===== src/rtl/vst_pkg.sv =====
package vst_pkg;
  localparam int NUM_BLOCKS = 64;
  localparam int BLK_W      = $clog2(NUM_BLOCKS);
  localparam int VOLT_W     = 8;
  localparam int SHIFT_W    = 6;
  localparam int NUM_THR    = 3;
  localparam int IDX_W      = 2;

  typedef logic [NUM_BLOCKS-1:0][NUM_THR-1:0][SHIFT_W-1:0] shiftTab_t;

  // strobes from control to datapath
  typedef struct packed {
    logic               wrBase;
    logic               wrDelta;
    logic               clrDelta;
    logic [BLK_W-1:0]   wrBlock;
    logic [IDX_W-1:0]   wrIdx;
    logic [SHIFT_W-1:0] wrVal;
    logic [BLK_W-1:0]   clrBlock;
  } tblCtrl_t;
endpackage


===== src/rtl/vst_ctrl.sv =====
module vst_ctrl
  import vst_pkg::*;
(
  input  logic               calValid,
  input  logic               calSelDelta,
  input  logic [IDX_W-1:0]   calIdx,
  input  logic [BLK_W-1:0]   calBlock,
  input  logic [SHIFT_W-1:0] calValue,
  input  logic               evtErase,
  input  logic [BLK_W-1:0]   evtBlock,
  output tblCtrl_t           ctrl
);
  logic idxOk;
  logic eraseHit;

  always_comb begin
    idxOk         = (32'(calIdx) < NUM_THR);
    eraseHit      = evtErase && (evtBlock == calBlock);
    ctrl.wrBase   = calValid && idxOk && !calSelDelta;
    // an erase of the same block overrides a delta update
    ctrl.wrDelta  = calValid && idxOk && calSelDelta && !eraseHit;
    ctrl.clrDelta = evtErase;
    ctrl.wrBlock  = calBlock;
    ctrl.wrIdx    = calIdx;
    ctrl.wrVal    = calValue;
    ctrl.clrBlock = evtBlock;
  end
endmodule


===== src/rtl/vst_datapath.sv =====
module vst_datapath
  import vst_pkg::*;
#(
  parameter logic [NUM_THR*VOLT_W-1:0] NOMINALS = {8'd230, 8'd120, 8'd40}
)(
  input  logic                      clk,
  input  logic                      rstN,
  input  tblCtrl_t                  ctrl,
  input  logic [BLK_W-1:0]          lkpBlock,
  input  logic [VOLT_W-1:0]         lkpSense,
  output logic [NUM_THR*VOLT_W-1:0] thrEff,
  output logic [1:0]                stateCode,
  output shiftTab_t                 baseTab,
  output shiftTab_t                 deltaTab
);
  localparam int SUM_W = VOLT_W + 2;
  localparam int EXT_W = SUM_W - SHIFT_W;
  localparam logic [VOLT_W-1:0] VMAX = {VOLT_W{1'b1}};

  logic [NUM_THR-1:0][VOLT_W-1:0] effNext;
  logic [1:0]                     codeNext;

  // shift storage
  always_ff @(posedge clk or negedge rstN) begin
    if (!rstN) begin
      baseTab  <= '0;
      deltaTab <= '0;
    end else begin
      if (ctrl.wrBase)
        baseTab[ctrl.wrBlock][ctrl.wrIdx] <= ctrl.wrVal;
      if (ctrl.wrDelta)
        deltaTab[ctrl.wrBlock][ctrl.wrIdx] <= ctrl.wrVal;
      if (ctrl.clrDelta)
        deltaTab[ctrl.clrBlock] <= '0;
    end
  end

  // per-threshold saturating adders
  for (genvar t = 0; t < NUM_THR; t++) begin : gSum
    logic [SHIFT_W-1:0] bVal;
    logic [SHIFT_W-1:0] dVal;
    logic [SUM_W-1:0]   sum;
    always_comb begin
      bVal = baseTab[lkpBlock][t];
      dVal = deltaTab[lkpBlock][t];
      sum  = {2'b00, NOMINALS[t*VOLT_W +: VOLT_W]}
           + {{EXT_W{bVal[SHIFT_W-1]}}, bVal}
           + {{EXT_W{dVal[SHIFT_W-1]}}, dVal};
      if (sum[SUM_W-1])
        effNext[t] = '0;
      else if (sum[VOLT_W])
        effNext[t] = VMAX;
      else
        effNext[t] = sum[VOLT_W-1:0];
    end
  end

  // cell state classifier, thresholds in increasing order
  always_comb begin
    if (lkpSense < effNext[0])      codeNext = 2'b11;
    else if (lkpSense < effNext[1]) codeNext = 2'b01;
    else if (lkpSense < effNext[2]) codeNext = 2'b00;
    else                            codeNext = 2'b10;
  end

  always_ff @(posedge clk or negedge rstN) begin
    if (!rstN) begin
      thrEff    <= '0;
      stateCode <= 2'b10;
    end else begin
      thrEff    <= effNext;
      stateCode <= codeNext;
    end
  end
endmodule


===== src/rtl/vst_shift_table.sv =====
module vst_shift_table
  import vst_pkg::*;
#(
  parameter logic [NUM_THR*VOLT_W-1:0] NOMINALS = {8'd230, 8'd120, 8'd40}
)(
  input  logic                      clk,
  input  logic                      rstN,
  input  logic [BLK_W-1:0]          lkpBlock,
  input  logic [VOLT_W-1:0]         lkpSense,
  input  logic                      calValid,
  input  logic                      calSelDelta,
  input  logic [IDX_W-1:0]          calIdx,
  input  logic [BLK_W-1:0]          calBlock,
  input  logic [SHIFT_W-1:0]        calValue,
  input  logic                      evtErase,
  input  logic [BLK_W-1:0]          evtBlock,
  output logic [NUM_THR*VOLT_W-1:0] thrEff,
  output logic [1:0]                stateCode
);
  tblCtrl_t  ctrl;
  shiftTab_t baseTab;
  shiftTab_t deltaTab;

  vst_ctrl uCtrl (
    .calValid    (calValid),
    .calSelDelta (calSelDelta),
    .calIdx      (calIdx),
    .calBlock    (calBlock),
    .calValue    (calValue),
    .evtErase    (evtErase),
    .evtBlock    (evtBlock),
    .ctrl        (ctrl)
  );

  vst_datapath #(.NOMINALS(NOMINALS)) uDp (
    .clk       (clk),
    .rstN      (rstN),
    .ctrl      (ctrl),
    .lkpBlock  (lkpBlock),
    .lkpSense  (lkpSense),
    .thrEff    (thrEff),
    .stateCode (stateCode),
    .baseTab   (baseTab),
    .deltaTab  (deltaTab)
  );
endmodule


===== config.mk =====
export PLATFORM = sky130hd
export DESIGN_NAME = vst_shift_table
export DESIGN_NICKNAME = d
export VERILOG_FILES = /design/src/rtl/vst_pkg.sv /design/src/rtl/vst_ctrl.sv /design/src/rtl/vst_datapath.sv /design/src/rtl/vst_shift_table.sv
export SDC_FILE = /design/constraint.sdc
export NUM_CORES = 2
export LEC_CHECK = 0
export ABC_CLOCK_PERIOD_IN_PS = 4600
export BUFFER_PORTS_ARGS = -buffer_cell sky130_fd_sc_hd__buf_2
export CAP_MARGIN = 15
export CORE_ASPECT_RATIO = 0.6
export CORE_MARGIN = 5
export CORE_UTILIZATION = 40
export CTS_CLUSTER_SIZE = 8
export DETAILED_ROUTE_END_ITERATION = 12
export PLACE_DENSITY = 0.54
export RECOVER_POWER = 50
export SYNTH_ARGS = -nofsm -noshare
export SYNTH_HDL_FRONTEND = slang
export SYNTH_SLANG_ARGS = --single-unit

===== constraint.sdc =====
create_clock -name clk -period 4.6 [get_ports clk]
set_clock_uncertainty 0.05 [all_clocks]
set_input_delay 0.69 -clock clk [delete_from_list [all_inputs] [get_ports clk]]
set_output_delay 0.69 -clock clk [all_outputs]
set_load 0.01 [all_outputs]

After elaboration in Yosys (flattened, before gate mapping)
Index checks and enable logic that the tools add are counted.
- memories kept: 0
- flip-flop bits (word level): 2330
- ROM bits: 0
- bits in latches: 0
- bits in writable memories: 0
- input port bits: 39
- eq/ne operators: 1
- divide/modulo/power cells: 0
- $lt $le $gt $ge: 11
- $add $sub $neg: 6
- bitwise operators: 2
- multipliers: 0
- shift-type cells: 0
- reductions and logical operators: 10
- mux-type cells: 23
- operator list (kind ; number):
    $bwmux 1152 ; 2
    $mux 1152 ; 2
    $and 1152x1152->1152 ; 1
    $not 1152->1152 ; 1
    $bmux 18 s6 ; 2
    $demux 18 s6 ; 2
    $mux 18 ; 4
    $mux 8 ; 6
    $add 10x10->10 ; 3
    $lt 8x8->1 ; 3
    $lt 6x7->1 const B ; 3
    $demux 6 s2 ; 1
    $ge 6x1->1 const B ; 2
    $add 9x6->10 const A ; 1
    $add 8x6->9 const A ; 1
    $add 7x6->8 const A ; 1
    $logic_and 1x1->1 ; 8
    $eq 6x6->1 ; 1
    $mux 2 ; 3
    $mux 6 ; 1
    $lt 2x3->1 const B ; 1
    $ge 2x1->1 const B ; 1
    $logic_not 1->1 ; 2
    $lt 2x2->1 const B ; 1

Logic depth before layout (Yosys ltp)
- word-level depth: 10
- depth in mapped cells: 26
- depth with buffers taken out: 22

By module
A second synthesis with hierarchy kept.
- cell total of the unflattened synthesis: 9671
- area total of the unflattened synthesis: 111801.0 um2
- by module, submodules not included (module ; instances ; seq. area each (um2) ; area each (um2) ; cells each):
    vst_datapath ; 1 ; 58307.2 ; 111552.0 ; 9637
    vst_ctrl ; 1 ; 0.0 ; 249.0 ; 34

Least setup slack after synthesis
Ideal clock, no wire load.
- path type: in2reg
- start: input port lkpBlock[1]
- end: register uDp.stateCode[1]
- stages on the path: 24
- arrival: 6.229 ns
- data required time: 4.469 ns
- buffers on the path: 6
- setup slack: -1.761 ns
- library setup time: 0.081 ns
- cells stage by stage: clkbuf_1 > buf_2 > buf_2 > buf_2 > buf_1 > mux4_2 > mux4_2 > mux4_2 > ha_1 > fa_1 > a21o_1 > a21oi_1 > nor2b_1 > o221a_2 > a21o_1 > and2_1 > buf_2 > o21ai_0 > ha_1 > a21o_1 > a211o_1 > nor2_1 > nand3_1 > o211ai_1
- longest elaborated chain between the ends: 10
- ends and longest elaborated chain (element ; RTL line ; RTL):
    start: declaration ; vst_shift_table.sv:8 ; input logic [BLK_W-1:0] lkpBlock,
    $bmux 18 s6 ; vst_datapath.sv:44 ; bVal = baseTab[lkpBlock][t];
    $mux 18 (not written as such) ; vst_datapath.sv:44 ;
    $add 9x6->10 ; vst_datapath.sv:47 ; + {{EXT_W{bVal[SHIFT_W-1]}}, bVal}
    $add 10x10->10 ; vst_datapath.sv:48 ; + {{EXT_W{dVal[SHIFT_W-1]}}, dVal};
    $mux 8 ; vst_datapath.sv:51 ; else if (sum[VOLT_W])
    $mux 8 ; vst_datapath.sv:49 ; if (sum[SUM_W-1])
    $lt 8x8->1 ; vst_datapath.sv:62 ; else if (lkpSense < effNext[2]) codeNext = 2'b00;
    $mux 2 ; vst_datapath.sv:62 ;
    $mux 2 ; vst_datapath.sv:61 ; else if (lkpSense < effNext[1]) codeNext = 2'b01;
    $mux 2 (*) ; vst_datapath.sv:60 ; if (lkpSense < effNext[0]) codeNext = 2'b11;
    via uDp.codeNext[1] ; vst_datapath.sv:21 ; logic [1:0] codeNext;
    end signal: assignment ; vst_datapath.sv:72 ; stateCode <= codeNext;
    end: declaration ; vst_datapath.sv:12 ; output logic [1:0] stateCode,
Mark *: on every way through the listed nets, which the timed path passes. The rest lies on a longest branch. The select of a mux whose other input is x is not followed.
A chain may end at the register's enable or synchronous reset.

Worst setup path in the final report
- start: input port lkpBlock[0]
- end: register uDp.stateCode[1]
The elaborated chain is that of the path after synthesis.

==> run summary <==
The run finished, with violations left. The checks that failed: capacitance limit, slew limit, setup timing. The power density relative to cell area is 360 nW/µm². The total CTS buffers is ~330.

For the worst flop-to-flop path, the logic depth is 21. The number of top-level pins is 65. The critical path arrival came out at 6.26 ns.

Dividing the detail-routed wire length by the instance count gives 30.5 µm. The final number of max-transition violations is 825. The total of flip-flops plus latches after synthesis came out at 2,330. The sink count of the clock tree is 2,330. For this run, the leading register cell type out of synthesis is sky130_fd_sc_hd__dfrtp_1. Dividing the synthesized area by the synthesized cell count gives 12.1 µm².

The number of placed instances, taps included, is 13,166. In the layout the commonest cells are sky130_fd_sc_hd__dfrtp_1 (2,329), sky130_fd_sc_hd__nand2_1 (1,393), sky130_fd_sc_hd__mux2_2 (1,159), sky130_fd_sc_hd__a21oi_1 (1,026), sky130_fd_sc_hd__nand3_1 (1,021). Counting instances, the worst hold path has a depth of 3.

The library cell used most frequently in the layout, excluding fill and tap cells, is sky130_fd_sc_hd__dfrtp_1. STA classifies the critical path startpoint as an input pin. Entering global routing, the biggest net connects 156 pins. The number of endpoints with negative hold slack in the final report is 0. The final worst-path cycle share is 1.20. In this run the tool buffered the top-level ports with 64 buffer cells. The proportion of synthesized flip-flops having asynchronous set or reset came out at 1.00. The post-synthesis to final-layout area growth is 17.6%.

The buffer depth of the longest clock path came out at 4. Static timing analysis puts the maximum clock frequency at 0.180 GHz. The number of global-route vias before repair came out at 81,396. The initial antenna violation count is 49. The required arrival time at the worst endpoint came out at 5.32 ns. Clock-pin slew was measured on the worst setup and hold paths at 0.05 ns. Of the cells placed in the final design, the portion with a size suffix greater than 1 is 0.337. The total wire length is 415,000 µm.

Setup slack on the worst reg-to-reg path comes out at -0.92 ns. The count of maximum capacitance violations is 6. The reg-to-reg endpoint is uDp.stateCode[1]. The final HPWL from detailed placement is 287,000 µm.

After synthesis the cells add up to 112,000 µm². The hold path endpoint is uDp.deltaTab[991]. In this run the critical register-to-register path is launched from uDp.baseTab[855]. The number of design-rule violations left by the first detailed-router iteration came out at 10,921. The largest voltage drop on the vdd net is 278 µV.

The initial core utilization is 0.402. The net count reported at finish is 9,929. The area of the core came out at 279,000 µm². Setup violations remaining at the end of the flow were counted as 6. The tree is rooted in a sky130_fd_sc_hd__clkbuf_16.

The total via count in the routed design is 83,990. The global-route wire length before repair is 600,000 µm. The worst-case headroom to the max-slew limit is -0.729. The worst min-delay path category is input pin to register.

The worst setup path is captured at a register. Synthesis produced a netlist with a net count of 9,377. The insertion delay of the later-clocked pin in the worst-skew pair came out at ~0.90 ns.

The final-layout worst hold slack is 0.249 ns. The minimum period implied by the final worst setup slack is between 5 and 6 ns. The H-tree was split into 5 levels. In this run the remaining antenna-violating nets after routing total 0. The aggregate global routing overflow came out at 0. The setup path with the least slack is of type input pin to register.

Counting distinct cell types in the post-synthesis netlist gives 59. In the post-route analysis, the smallest setup slack over all paths is -0.942 ns. The die extent in y came out at 420 µm.

The number of iterations in the first detailed-routing pass came out at 7. The total DRC errors in the routed layout came out at 0. In the final timing run, aggregate negative setup slack is -1.87 ns. TritonCTS built the clock tree. The number of standard cells in the final layout excluding fillers came out at 13,601. The die is 693 µm wide. The number of cells produced by synthesis came out at 9,281.

Along the worst path, the maximum fanout reaches 8. The number of enable flip-flop cells after synthesis is 0. Setup repair after global routing could not meet its margin everywhere.

The full die area came out at 291,000 µm². The global-route usage over all layers is 0.280. The transition time of the tightest slew-check pin is about 2.6 ns. After floorplanning, the core was divided into 150 placement rows. In this run the most critical hold path is launched from calValue[1]. The number of vias per cell after detailed routing came out at 6.18. The static power due to leakage came out at ~0.060 µW.

During synthesis, Yosys emitted a total of 0 warnings. The routability congestion estimate came out at 0.949. Of the synthesized area, sequential elements account for 0.521.
[per-stage QoR]
| step | worst slack [ns] | util | power [µW] | area [µm²] |
|---|---|---|---|---|
| 6_report | -0.942 | 0.473 | 47400 | 132000 |
| 4_1_cts | -0.852 | 0.471 | 47700 | 131000 |
| 2_1_floorplan | -1.12 | - | 23500 | 112000 |
| 5_1_grt | -1.09 | 0.472 | 48900 | 132000 |
| 3_5_place_dp | -2.18 | 0.439 | 25500 | 122000 |
| 3_3_place_gp | -2.34 | 0.439 | 25400 | 122000 |
[kinds of logic after synthesis]
group | share of synthesized area
AOI/OAI and AO/OA | 0.0523
xor gates and xnor gates | 0.00172
adders and majority gates | 0.00657
buffers and inverters | 0.0303
DFF | 0.521
and+or+nand+nor | 0.109
muxes | 0.279
[synth_stat cells, drive strengths merged (5+ instances only)]
master | count | area (µm²)
dfrtp | 2329 | 58300
nand2 | 1393 | 5230
mux2 | 1159 | 13100
a21oi | 1031 | 5160
nand3 | 1022 | 5110
mux4 | 727 | 16400
clkbuf | 598 | 2240
nor2 | 352 | 1320
buf | 196 | 1020
mux2i | 182 | 1820
ha | 54 | 676
inv | 32 | 120
o21ai | 24 | 120
a21o | 18 | 135
xnor2 | 18 | 158
o21a | 11 | 82.6
a22oi | 10 | 75.1
nand4 | 9 | 56.3
nor2b | 9 | 56.3
nand2b | 8 | 50.1
nand3b | 8 | 60.1
or3 | 8 | 50.1
nor3 | 7 | 35.0
o211ai | 7 | 52.6
or3b | 6 | 52.6
a31oi | 5 | 31.3
and2 | 5 | 31.3
and3 | 5 | 31.3
or2 | 5 | 31.3
[per-layer routing]
metal,vias up,GRT usage,share of wire
li1,34576,-,-
met2,4685,0.354,0.38
met1,44100,0.442,0.45
met3,615,0.108,0.14
met4,14,0.0667,0.026
met5,-,0,0.00020
[area by class of cell]
type | count | area, µm²
Fill cell | 24707 | 147000
Sequential cell | 2330 | 58300
Multi-Input combinational cell | 6123 | 50600
Timing Repair Buffer | 1011 | 9040
Clock buffer | 354 | 8660
Tap cell | 3724 | 4660
Clock inverter | 10 | 160
Inverter | 34 | 139
Antenna cell | 15 | 37.5
[repair_timing]
action	in CTS	in global routing
endpoints found under the setup margin	18	17
pin swaps	5	7
cloned	2	5
resized for setup	27	37
endpoints found under the hold margin	49	0
hold buffers	1	0
buffers inserted	5	41
[flip-flops by register name, indices dropped and copies added, names as in the netlist]
register	flops
uDp.stateCode	2
uDp.deltaTab	1152
uDp.baseTab	1152
uDp.thrEff	24
[power by group]
group          internal [µW]  switching, µW  leakage [µW]
Combinational           1520           2370        0.0238
Sequential             21000            314        0.0323
Clock                  13100           9060       0.00433
[worst max-delay path, stage by stage]
cell                       delay, ns
sky130_fd_sc_hd__buf_16         0.16
sky130_fd_sc_hd__buf_16         0.19
sky130_fd_sc_hd__buf_16         0.16
sky130_fd_sc_hd__buf_12         0.14
sky130_fd_sc_hd__buf_4          0.14
sky130_fd_sc_hd__mux4_2         0.56
sky130_fd_sc_hd__mux4_2         0.63
sky130_fd_sc_hd__mux4_2         0.56
sky130_fd_sc_hd__ha_1           0.21
sky130_fd_sc_hd__ha_1           0.25
sky130_fd_sc_hd__fa_1           0.49
sky130_fd_sc_hd__a21o_1         0.20
sky130_fd_sc_hd__a21oi_2        0.16
sky130_fd_sc_hd__xnor2_1        0.15
sky130_fd_sc_hd__o21ai_2        0.09
sky130_fd_sc_hd__ha_1           0.32
sky130_fd_sc_hd__a21o_1         0.17
sky130_fd_sc_hd__a21o_1         0.18
sky130_fd_sc_hd__a21oi_2        0.17
sky130_fd_sc_hd__o21a_1         0.16
sky130_fd_sc_hd__a311o_1        0.13
sky130_fd_sc_hd__a31o_4         0.18
sky130_fd_sc_hd__o211ai_1       0.12
[worst max path at each step]
stage / from / end / slack (ns)
floorplan: lkpBlock[0] / uDp.stateCode[1] / -1.12
global placement: lkpBlock[0] / uDp.stateCode[1] / -2.34
detailed placement: lkpBlock[0] / uDp.stateCode[1] / -2.18
CTS: uDp.baseTab[837] / uDp.stateCode[1] / -0.85
global route: uDp.baseTab[855] / uDp.stateCode[1] / -1.09
finish: lkpBlock[0] / uDp.stateCode[1] / -0.94
Power figures use the tool's default switching activity.
